==> config.mk <==
export PLATFORM = sky130hd
export DESIGN_NAME = evt_irq_counter
export DESIGN_NICKNAME = d
export VERILOG_FILES = /design/src/rtl/evt_irq_pkg.sv /design/src/rtl/evt_irq_rst_sync.sv /design/src/rtl/evt_irq_regs.sv /design/src/rtl/evt_irq_src_sel.sv /design/src/rtl/evt_irq_prescaler.sv /design/src/rtl/evt_irq_main_cnt.sv /design/src/rtl/evt_irq_counter.sv
export SDC_FILE = /design/constraint.sdc
export NUM_CORES = 1
export LEC_CHECK = 0
export ABC_AREA = 1
export CAP_MARGIN = 0
export CORE_ASPECT_RATIO = 1.4
export CORE_MARGIN = 8
export CORE_UTILIZATION = 39
export DETAILED_ROUTE_END_ITERATION = 6
export HOLD_SLACK_MARGIN = 0.05
export MAX_ROUTING_LAYER = met4
export SETUP_SLACK_MARGIN = 0.2
export SYNTH_ARGS = -nofsm -noshare
export SYNTH_HDL_FRONTEND = slang
export SYNTH_SLANG_ARGS = --single-unit
==> constraint.sdc <==
create_clock -name clk -period 1.6 [get_ports clk]
set_clock_uncertainty 0.1 [all_clocks]
set_input_delay 0.24 -clock clk [delete_from_list [all_inputs] [get_ports clk]]
set_output_delay 0.24 -clock clk [all_outputs]
set_load 0.005 [all_outputs]
==> src/rtl/evt_irq_pkg.sv <==
package evt_irq_pkg;

  localparam int unsigned IDX_W = 3;

  typedef enum logic [IDX_W-1:0] {
    IDX_MODE = 3'd0,
    IDX_PRE  = 3'd1,
    IDX_CNT  = 3'd2,
    IDX_MASK = 3'd3,
    IDX_EN   = 3'd4,
    IDX_DIS  = 3'd5
  } reg_idx_e;

  typedef enum logic [1:0] {
    DIR_STOP = 2'd0,
    DIR_UP   = 2'd1,
    DIR_DOWN = 2'd2
  } dir_e;

  // Mode field positions
  localparam int unsigned MODE_SRC_LO = 0;
  localparam int unsigned MODE_NARROW = 2;
  localparam int unsigned MODE_ALT    = 3;
  localparam int unsigned MODE_DIR_LO = 6;

  function automatic dir_e decode_dir(input logic [1:0] f);
    case (f)
      2'b01:   decode_dir = DIR_UP;
      2'b10:   decode_dir = DIR_DOWN;
      default: decode_dir = DIR_STOP;
    endcase
  endfunction

endpackage

==> src/rtl/evt_irq_rst_sync.sv <==
module evt_irq_rst_sync #(
  parameter int unsigned STAGES = 2
) (
  input  logic clk,
  input  logic rst_n,
  output logic rst_sync_n
);
  logic [STAGES-1:0] sync_q;
  logic [STAGES-1:0] sync_d;

  always_comb begin
    sync_d = {sync_q[STAGES-2:0], 1'b1};
  end

  always_ff @(posedge clk or negedge rst_n) begin
    if (!rst_n) sync_q <= '0;
    else        sync_q <= sync_d;
  end

  assign rst_sync_n = sync_q[STAGES-1];
endmodule

==> src/rtl/evt_irq_regs.sv <==
module evt_irq_regs
  import evt_irq_pkg::*;
#(
  parameter int unsigned DATA_W = 8
) (
  input  logic              clk,
  input  logic              rst_n,
  input  logic              wr_en,
  input  logic [IDX_W-1:0]  wr_idx,
  input  logic [DATA_W-1:0] wr_data,
  output logic [DATA_W-1:0] mode_q,
  output logic [DATA_W-1:0] mask_q,
  output logic              en_q,
  output logic              pre_ld,
  output logic [DATA_W-1:0] pre_ld_val,
  output logic              cnt_ld,
  output logic              dis_stb
);
  logic              mode_we;
  logic              mask_we;
  logic              en_we;
  logic [DATA_W-1:0] mode_d;
  logic [DATA_W-1:0] mask_d;
  logic              en_d;

  // Write decode
  always_comb begin
    mode_we = wr_en && (wr_idx == IDX_MODE);
    mask_we = wr_en && (wr_idx == IDX_MASK);
    en_we   = wr_en && (wr_idx == IDX_EN);
    pre_ld  = wr_en && (wr_idx == IDX_PRE);
    cnt_ld  = wr_en && (wr_idx == IDX_CNT);
    dis_stb = wr_en && (wr_idx == IDX_DIS);
    pre_ld_val = wr_data ^ mask_q;
  end

  // Next state
  always_comb begin
    mode_d = mode_q;
    mask_d = mask_q;
    en_d   = en_q;
    if (mode_we) mode_d = wr_data;
    if (mask_we) mask_d = wr_data;
    if (en_we)        en_d = 1'b1;
    else if (dis_stb) en_d = 1'b0;
  end

  always_ff @(posedge clk or negedge rst_n) begin
    if (!rst_n) begin
      mode_q <= '0;
      mask_q <= '0;
      en_q   <= 1'b0;
    end else begin
      mode_q <= mode_d;
      mask_q <= mask_d;
      en_q   <= en_d;
    end
  end
endmodule

==> src/rtl/evt_irq_src_sel.sv <==
module evt_irq_src_sel #(
  parameter int unsigned N_SRC = 4,
  localparam int unsigned SEL_W = $clog2(N_SRC)
) (
  input  logic [N_SRC-1:0] ev,
  input  logic [SEL_W-1:0] sel,
  output logic             tick
);
  logic [N_SRC-1:0] gated;

  // One gate per source, enabled only when that source is selected
  for (genvar g = 0; g < N_SRC; g++) begin : g_src
    assign gated[g] = ev[g] && (sel == SEL_W'(g));
  end

  assign tick = |gated;
endmodule

==> src/rtl/evt_irq_prescaler.sv <==
module evt_irq_prescaler
  import evt_irq_pkg::*;
#(
  parameter int unsigned DATA_W   = 8,
  parameter int unsigned NARROW_W = 3
) (
  input  logic              clk,
  input  logic              rst_n,
  input  logic              ld,
  input  logic [DATA_W-1:0] ld_val,
  input  logic              step,
  input  dir_e              dir,
  input  logic              narrow,
  input  logic              alt,
  input  logic [DATA_W-1:0] mask,
  output logic [DATA_W-1:0] pre_q,
  output logic              wrap
);
  localparam logic [DATA_W-1:0] NARROW_MASK = DATA_W'((1 << NARROW_W) - 1);

  logic [DATA_W-1:0] wmask;
  logic [DATA_W-1:0] masked;
  logic              at_term;
  logic [DATA_W-1:0] pre_d;

  always_comb begin
    if (alt)         wmask = mask;
    else if (narrow) wmask = NARROW_MASK;
    else             wmask = '1;
    masked  = pre_q & wmask;
    at_term = (dir == DIR_DOWN) ? (masked == '0) : (masked == wmask);
    wrap    = step && at_term;
  end

  always_comb begin
    pre_d = pre_q;
    if (ld) begin
      pre_d = ld_val;
    end else if (step) begin
      if (dir == DIR_DOWN) pre_d = pre_q - 1'b1;
      else                 pre_d = pre_q + 1'b1;
    end
  end

  always_ff @(posedge clk or negedge rst_n) begin
    if (!rst_n) pre_q <= '0;
    else        pre_q <= pre_d;
  end
endmodule

==> src/rtl/evt_irq_main_cnt.sv <==
module evt_irq_main_cnt
  import evt_irq_pkg::*;
#(
  parameter int unsigned CNT_W = 8
) (
  input  logic             clk,
  input  logic             rst_n,
  input  logic             ld,
  input  logic [CNT_W-1:0] ld_val,
  input  logic             adv,
  input  dir_e             dir,
  input  logic             en,
  input  logic             dis,
  output logic [CNT_W-1:0] cnt_q,
  output logic             irq
);
  logic [CNT_W-1:0] cnt_d;
  logic             at_term;
  logic             hit;
  logic             irq_d;

  always_comb begin
    at_term = (dir == DIR_DOWN) ? (cnt_q == '0) : (cnt_q == '1);
    hit     = adv && at_term;
  end

  always_comb begin
    cnt_d = cnt_q;
    if (ld) begin
      cnt_d = ld_val;
    end else if (adv) begin
      if (dir == DIR_DOWN) cnt_d = cnt_q - 1'b1;
      else                 cnt_d = cnt_q + 1'b1;
    end
  end

  always_comb begin
    irq_d = irq;
    if (dis)            irq_d = 1'b0;
    else if (hit && en) irq_d = 1'b1;
  end

  always_ff @(posedge clk or negedge rst_n) begin
    if (!rst_n) begin
      cnt_q <= '0;
      irq   <= 1'b0;
    end else begin
      cnt_q <= cnt_d;
      irq   <= irq_d;
    end
  end
endmodule

==> src/rtl/evt_irq_counter.sv <==
module evt_irq_counter
  import evt_irq_pkg::*;
#(
  parameter int unsigned DATA_W   = 8,
  parameter int unsigned NARROW_W = 3
) (
  input  logic              clk,
  input  logic              rst_n,
  input  logic              wr_en,
  input  logic [2:0]        wr_idx,
  input  logic [DATA_W-1:0] wr_data,
  input  logic              ev_cpu_cycle,
  input  logic              ev_gfx_addr_rise,
  input  logic              ev_gfx_read,
  input  logic              ev_cpu_write,
  output logic              irq
);
  localparam int unsigned N_SRC = 4;
  localparam int unsigned SEL_W = $clog2(N_SRC);

  logic              rst_sync_n;
  logic [DATA_W-1:0] mode_q;
  logic [DATA_W-1:0] mask_q;
  logic              en_q;
  logic              pre_ld;
  logic [DATA_W-1:0] pre_ld_val;
  logic              cnt_ld;
  logic              dis_stb;
  logic [N_SRC-1:0]  ev_vec;
  logic              tick;
  logic              step;
  dir_e              dir;
  logic [DATA_W-1:0] pre_q;
  logic              pre_wrap;
  logic [DATA_W-1:0] cnt_q;

  evt_irq_rst_sync #(.STAGES(2)) u_rst_sync (
    .clk        (clk),
    .rst_n      (rst_n),
    .rst_sync_n (rst_sync_n)
  );

  evt_irq_regs #(.DATA_W(DATA_W)) u_regs (
    .clk        (clk),
    .rst_n      (rst_sync_n),
    .wr_en      (wr_en),
    .wr_idx     (wr_idx),
    .wr_data    (wr_data),
    .mode_q     (mode_q),
    .mask_q     (mask_q),
    .en_q       (en_q),
    .pre_ld     (pre_ld),
    .pre_ld_val (pre_ld_val),
    .cnt_ld     (cnt_ld),
    .dis_stb    (dis_stb)
  );

  assign ev_vec = {ev_cpu_write, ev_gfx_read, ev_gfx_addr_rise, ev_cpu_cycle};

  evt_irq_src_sel #(.N_SRC(N_SRC)) u_src_sel (
    .ev   (ev_vec),
    .sel  (mode_q[MODE_SRC_LO +: SEL_W]),
    .tick (tick)
  );

  // Event acceptance: running direction and no load write this cycle
  always_comb begin
    dir  = decode_dir(mode_q[MODE_DIR_LO +: 2]);
    step = tick && (dir != DIR_STOP) && !pre_ld && !cnt_ld;
  end

  evt_irq_prescaler #(.DATA_W(DATA_W), .NARROW_W(NARROW_W)) u_pre (
    .clk    (clk),
    .rst_n  (rst_sync_n),
    .ld     (pre_ld),
    .ld_val (pre_ld_val),
    .step   (step),
    .dir    (dir),
    .narrow (mode_q[MODE_NARROW]),
    .alt    (mode_q[MODE_ALT]),
    .mask   (mask_q),
    .pre_q  (pre_q),
    .wrap   (pre_wrap)
  );

  evt_irq_main_cnt #(.CNT_W(DATA_W)) u_cnt (
    .clk    (clk),
    .rst_n  (rst_sync_n),
    .ld     (cnt_ld),
    .ld_val (wr_data),
    .adv    (pre_wrap),
    .dir    (dir),
    .en     (en_q),
    .dis    (dis_stb),
    .cnt_q  (cnt_q),
    .irq    (irq)
  );
endmodule

==> results of run 1 <==
-- power by group through the flow --
stage | clock (mW) | sequential [mW] | combinational (mW)
3_3_place_gp | 0 | 1.34 | 3.11
6_report | 0.663 | 1.37 | 3.99
2_1_floorplan | 0 | 1.35 | 1.92
5_1_grt | 0.716 | 1.41 | 4.43
4_1_cts | 0.684 | 1.37 | 3.59
3_5_place_dp | 0 | 1.35 | 3.17
-- kinds of logic (layout without fill, tap and decap cells) --
logic type	after synthesis	after routing	share of synthesized area (%)
AO/OA/AOI/OAI	57	57	12.06
adder cells (fa/ha/maj)	15	15	7.977
other	1	1	0.1476
multiplexers	1	1	0.3939
flip-flops	34	34	33.48
buffers and inverters	60	142	9.403
XOR/XNOR	9	9	3.102
AND/OR/NAND/NOR	188	189	33.43
-- sequential cells by signal (all words and copies together) (netlist names) --
name and flops:
u_regs.mask_q 8, u_cnt.irq 1, u_rst_sync.sync_q 2, u_regs.en_q 1, u_cnt.cnt_q 8, u_pre.pre_q 8
u_regs.mode_q 6
-- per-layer routing --
metal  vias up  GRT usage [%]  part of all wire (%)
met4         0          7.630                   3.3
li1       1343              -                     -
met2        33          28.89                    55
met1      1245          16.88                    40
met5         -              -                     0
met3        18          2.264                   1.7
-- final cells by class --
class,count,area (sq um)
clock inverters,1,5.005
clock buffers,7,86.33
inverters,54,215.2
fillers,585,2693
repair buffers,80,696.9
multi-input cells,272,1798
well taps,74,92.59
flip-flops and latches,34,850.8
-- cells in the mapped netlist (all sizes together) --
library cell,count,area [sq um]
nand2,103,406.6
nand3b,1,7.510
or2,4,25.02
fa,2,40.04
o21ai,39,195.2
clkbuf,4,15.01
xor2,1,8.760
ha,13,162.7
o22ai,1,6.260
nor2,36,165.2
o21bai,1,7.510
a21oi,14,77.58
inv,54,207.7
dfrtp,34,850.8
mux2i,1,10.01
o211ai,2,20.02
nor3,1,5.000
nand4,5,31.28
xnor2,8,70.07
and2,1,6.260
buf,2,16.26
conb,1,3.750
nand3,37,202.7
-- per-stage QoR --
| step | TNS [ps] | setup WS [ps] | cells | utilization (%) | hold slack, ps |
|---|---|---|---|---|---|
| 5_1_grt | -5616 | -506.6 | 522 | 58.17 | 223.6 |
| 4_1_cts | -3667 | -359.2 | 516 | 55.12 | 183.4 |
| 6_report | -4059 | -412.2 | 522 | 58.17 | 169.2 |
| 3_5_place_dp | -5649 | -434.2 | 503 | 50.07 | 186.0 |
| 3_3_place_gp | -5198 | -369.2 | 503 | 50.07 | 190.7 |
| 2_1_floorplan | -2376 | -294.9 | 365 | - | -155.6 |
-- how the worst max path moves through the flow --
stage               slack (ps)  cells after the start                          to                         start
global placement          -370                     10  u_pre.pre_q[6]$_DFFE_PN0P_  u_regs.mode_q[7]$_DFFE_PN0P_
finish                    -410                     11  u_pre.pre_q[4]$_DFFE_PN0P_  u_regs.mode_q[6]$_DFFE_PN0P_
detailed placement        -430                     10  u_pre.pre_q[6]$_DFFE_PN0P_  u_regs.mode_q[7]$_DFFE_PN0P_
global route              -510                     11  u_pre.pre_q[4]$_DFFE_PN0P_  u_regs.mode_q[6]$_DFFE_PN0P_
CTS                       -360                     10  u_pre.pre_q[6]$_DFFE_PN0P_  u_regs.mode_q[7]$_DFFE_PN0P_
floorplan                 -290                     10  u_cnt.cnt_q[3]$_DFFE_PN0P_  u_regs.mode_q[6]$_DFFE_PN0P_
-- what timing repair did --
item	in CTS	in global routing
cloned	1	0
buffers inserted	3	6
endpoints found under the setup margin	18	17
gates resized for setup	49	34
hold buffers	1	0
pin swaps	26	19
hold endpoints to repair	2	0
==> summary.txt, run 1 <==
Finish
  • Layout cell share with drive strength beyond 1: 33.04%
  • Nets: 480
  • Area Overhead vs Synth: 47.37%
  • Leading cell type in the layout, fill and taps excluded: nand2_1
  • Final Instance Area: 3745 sq um
  • Diodes inserted: 0
  • Most frequent cells in the layout: nand2_1, buf_4, inv_1

Yosys
  • Seq/Total Area, Yosys: 33.48%
  • Synth Net Count: 398
  • Post-synthesis cell type count: 35
  • Avg Cell Area, Syn: 6.962 sq um
  • Post-synthesis register bit count: 34
  • Synth Instances: 365
  • Syn Std Cell Area: 2541 sq um
  • Synth warnings: 0

Power and ir drop
  • P per Cell Area: 1610 nW/um^2
  • Overall power: 6.028 mW
  • Worst VDD drop: 0.0006524 V
  • Sequential power share: 22.8%
  • Comb pwr share: 66.2%
  • Leak: 1.858 nW
  • Clock Power Share: 11.0%
  • Sw Share: 41.96%
  • P_int: 3.499 mW
  • Net switching power: 2.529 mW

Detailed routing
  • DR DRC count: 0
  • DRT Pass-1 Iters: 4
  • ANT nets after route: 0
  • Vias/cell: 5.056
  • Total number of vias: 2639
  • Detailed Route WL: 7303 um
  • DR iter-0 viols: 131
  • Wire length per cell: 13.99 um

Clock tree
  • TritonCTS clock tree: done
  • Deepest clock path buffer count: 2
  • Worst skew pair latency: 280 ps
  • Root Buffer: clkbuf_8
  • H-tree levels: 2
  • CTS sink cnt: 34
  • Number of CTS-inserted buffers: 5
  • Clock Pin Slew Worst Setup and Hold Paths: 70 ps

Critical path
  • Crit path largest cell delay: 390 ps
  • CP top delay family: adder cells
  • CP Max Fanout: 8
  • R2R depth: 11
  • Reg-to-reg slack, setup: -410 ps
  • Slowest stage cell on the critical path: dfrtp_1
  • Crit path buf inv count: 3
  • Critical-path cell list: inv_2 -> ha_4 -> buf_6 -> ha_4 -> a21oi_2 -> o21ai_2 -> buf_4 -> xnor2_2 -> o21ai_1 -> nand2_1 -> o21ai_1
  • Setup Crit Path Kind: register to register
  • Crit path DAT: 2080 ps
  • Startpoint types: register
  • R2R Path Start: u_regs.mode_q[6]$_DFFE_PN0P_
  • Worst Setup End Kind: register
  • Critical path required time: 1670 ps
  • Crit Reg-Reg Endpoint: u_pre.pre_q[4]$_DFFE_PN0P_

Die
  • Die span in x: 84.22 um
  • Core ar.: 6437 sq um
  • Row count: 35
  • Initial Util: 39.48%
  • Die height: 111.5 um
  • Die ar.: 9391 sq um
  • I/O pin cnt: 19

Global routing
  • Total Routing Usage GR: 16.17%
  • Vias in the first global route: 2660
  • GRT overflow: 0
  • Initial antenna violation count: 0
  • First-pass GRT wire length: 12210 um
  • Largest net degree at the start of global routing: 33

Placement
  • Placed standard-cell area: 3223 sq um
  • Routability Congestion: 0.9196
  • HPWL after detailed placement: 5384 um
  • Buffers on Ports: 18

STA
  • Post-layout minimum cycle time: 2012 ps
  • FMAX: 497.0 MHz
  • Hold Vio Cnt, Final: 0
  • Period utilisation layout: 125.8%
  • Final Max Slew Viols: 0
  • Setup slack after layout: -412.2 ps
  • RSZ-0062 raised after global routing: true
  • Setup-failing EPs final: 16

Job
  • MaxCap Viol Count: 0

Min path
  • Worst hold path type: register to async pin

Status
  • Failing checks: setup timing
  • Outcome: finished with violations
(Power assumes the default switching activity.)
==> run 2, diff against run 1 <==
--- a/config.mk
+++ b/config.mk
@@ -10,6 +10,7 @@
 export CORE_ASPECT_RATIO = 1.4
 export CORE_MARGIN = 8
 export CORE_UTILIZATION = 39
+export CTS_BUF_LIST = sky130_fd_sc_hd__clkbuf_16
 export DETAILED_ROUTE_END_ITERATION = 6
 export HOLD_SLACK_MARGIN = 0.05
 export MAX_ROUTING_LAYER = met4
==> summary.txt, run 2 (synthesis gave the netlist of run 1 again) <==
Status
  • Outcome: finished with violations
  • Failing checks: setup timing

Die
  • Initial Util: 39.48%
  • Die height: 111.5 um
  • Die ar.: 9391 sq um
  • I/O pin cnt: 19
  • Row count: 35
  • Core ar.: 6437 sq um
  • Die span in x: 84.22 um

Placement
  • Routability Congestion: 0.9196
  • Buffers on Ports: 18
  • Placed standard-cell area: 3223 sq um
  • Pre-CTS WS: -434.2 ps
  • HPWL after detailed placement: 5384 um

Global routing
  • Total Routing Usage GR: 16.17%
  • First-pass GRT wire length: 12240 um
  • GRT overflow: 0
  • Largest net degree at the start of global routing: 33
  • Initial antenna violation count: 0
  • Vias in the first global route: 2668

Detailed routing
  • Vias/cell: 5.038
  • Detailed Route WL: 7575 um
  • DR iter-0 viols: 128
  • DR DRC count: 0
  • Wire length per cell: 14.46 um
  • Total number of vias: 2640
  • DRT Pass-1 Iters: 4
  • ANT nets after route: 0

Finish
  • Area Overhead vs Synth: 50.02%
  • Layout cell share with drive strength beyond 1: 34.22%
  • Largest regs: u_cnt.cnt_q: 8 flops, u_pre.pre_q: 8 flops, u_regs.mask_q: 8 flops
  • Leading cell type in the layout, fill and taps excluded: nand2_1
  • Final Instance Area: 3812 sq um
  • Diodes inserted: 0
  • Most frequent cells in the layout: nand2_1, buf_4, inv_1
  • Nets: 482

Power and ir drop
  • Leak: 1.901 nW
  • Clock Power Share: 14.4%
  • Worst VDD drop: 0.0007127 V
  • Sw Share: 41.02%
  • Net switching power: 2.577 mW
  • P per Cell Area: 1648 nW/um^2
  • Comb pwr share: 63.6%
  • P_int: 3.706 mW
  • Sequential power share: 21.9%

Critical path
  • Setup Crit Path Kind: register to register
  • CP startpoint: u_regs.mode_q[6]$_DFFE_PN0P_
  • Critical path required time: 1660 ps
  • Crit path DAT: 2070 ps
  • CP Max Fanout: 8
  • Startpoint types: register
  • Worst Setup End Kind: register
  • R2R Path Start: u_regs.mode_q[6]$_DFFE_PN0P_
  • R2R depth: 11

Clock tree
  • CTS sink cnt: 34
  • Worst skew pair latency: 270 ps
  • Root Buffer: clkbuf_16
  • Deepest clock path buffer count: 2
  • TritonCTS clock tree: done
  • H-tree levels: 2
  • Number of CTS-inserted buffers: 5
  • Clock Pin Slew Worst Setup and Hold Paths: 60 ps

STA
  • Post-layout minimum cycle time: 2014 ps
  • Final Max Slew Viols: 0
  • Hold Vio Cnt, Final: 0
  • Period utilisation layout: 125.9%
  • Setup slack after layout: -414.3 ps
  • RSZ-0062 raised after global routing: true
  • FMAX: 496.5 MHz
  • Setup-failing EPs final: 17
  • Setup TNS: -4039 ps

Job
  • MaxCap Viol Count: 0

Min path
  • Worst hold path type: register to async pin
==> run 2: cell count changes in the layout (fill, tap and decap cells not counted), moves of 2 or more <==
cell	delta
inv_2	+2
o21ai_1	+2
clkbuf_8	-6
nand3_2	+3
o21ai_0	-2
clkbuf_16	+5
nand3_1	-4
==> run 2: final cells by class <==
| type | instances | area [sq um] |
|---|---|---|
| Timing Repair Buffer | 81 | 698.2 |
| Clock buffer | 5 | 125.1 |
| Tap cell | 74 | 92.59 |
| Sequential cell | 34 | 850.8 |
| Inverter | 54 | 215.2 |
| Clock inverter | 3 | 12.51 |
| Fill cell | 579 | 2625 |
| Timing Repair inverter | 1 | 6.256 |
| Multi-Input combinational cell | 272 | 1812 |
==> run 2: stage by stage <==
stage | util [%] | instances | hold WS (ps) | power [mW]
after floorplan | - | 365 | -155.6 | 3.265
after global placement | 50.07 | 503 | 190.7 | 4.456
after detailed placement | 50.07 | 503 | 186.0 | 4.514
after CTS | 55.96 | 516 | 184.4 | 5.898
after global routing | 59.22 | 524 | 220.6 | 6.817
final | 59.22 | 524 | 165.9 | 6.283
==> run 2: power by group through the flow <==
stage	combinational, mW	sequential (mW)	clock, mW
detailed placement	3.17	1.35	0
finish	4.00	1.38	0.908
CTS	3.59	1.37	0.931
floorplan	1.92	1.35	0
global placement	3.11	1.34	0
global route	4.44	1.41	0.965
==> run 2: final timing paths <==
path                                                  end  slack [ps]
max reg2reg                    u_pre.pre_q[4]$_DFFE_PN0P_        -410
min in group clk           u_rst_sync.sync_q[1]$_DFF_PN0_         250
max in group asynchronous  u_rst_sync.sync_q[0]$_DFF_PN0_         720
min                          u_regs.mask_q[7]$_DFFE_PN0P_         170
min reg2reg                  u_regs.mask_q[7]$_DFFE_PN0P_         170
max                            u_pre.pre_q[4]$_DFFE_PN0P_        -410
==> run 2: routing by layer <==
metal,vias up,GRT usage (%),wire length (um)
met3,16,2.045,138
met5,-,-,0
met1,1242,16.88,3056
li1,1347,-,-
met4,0,7.861,239
met2,35,28.94,4141
==> run 2: worst max-delay path: stages (launching register included) <==
cell and delay (ps):
dfrtp_1 380, inv_2 70, ha_4 230, buf_6 160
ha_4 220, a21oi_2 130, o21ai_2 80, buf_4 140
xnor2_2 180, o21ai_1 80, nand2_1 60, o21ai_1 50
==> run 2: timing repair <==
| item | 4_1_cts | 5_1_grt |
|---|---|---|
| endpoints found under the hold margin | 2 | 0 |
| gates resized for setup | 50 | 45 |
| setup endpoints to repair | 18 | 18 |
| hold buffers | 1 | 0 |
| setup buffers | 3 | 6 |
| cloned | 1 | 2 |
| pin swaps | 26 | 20 |
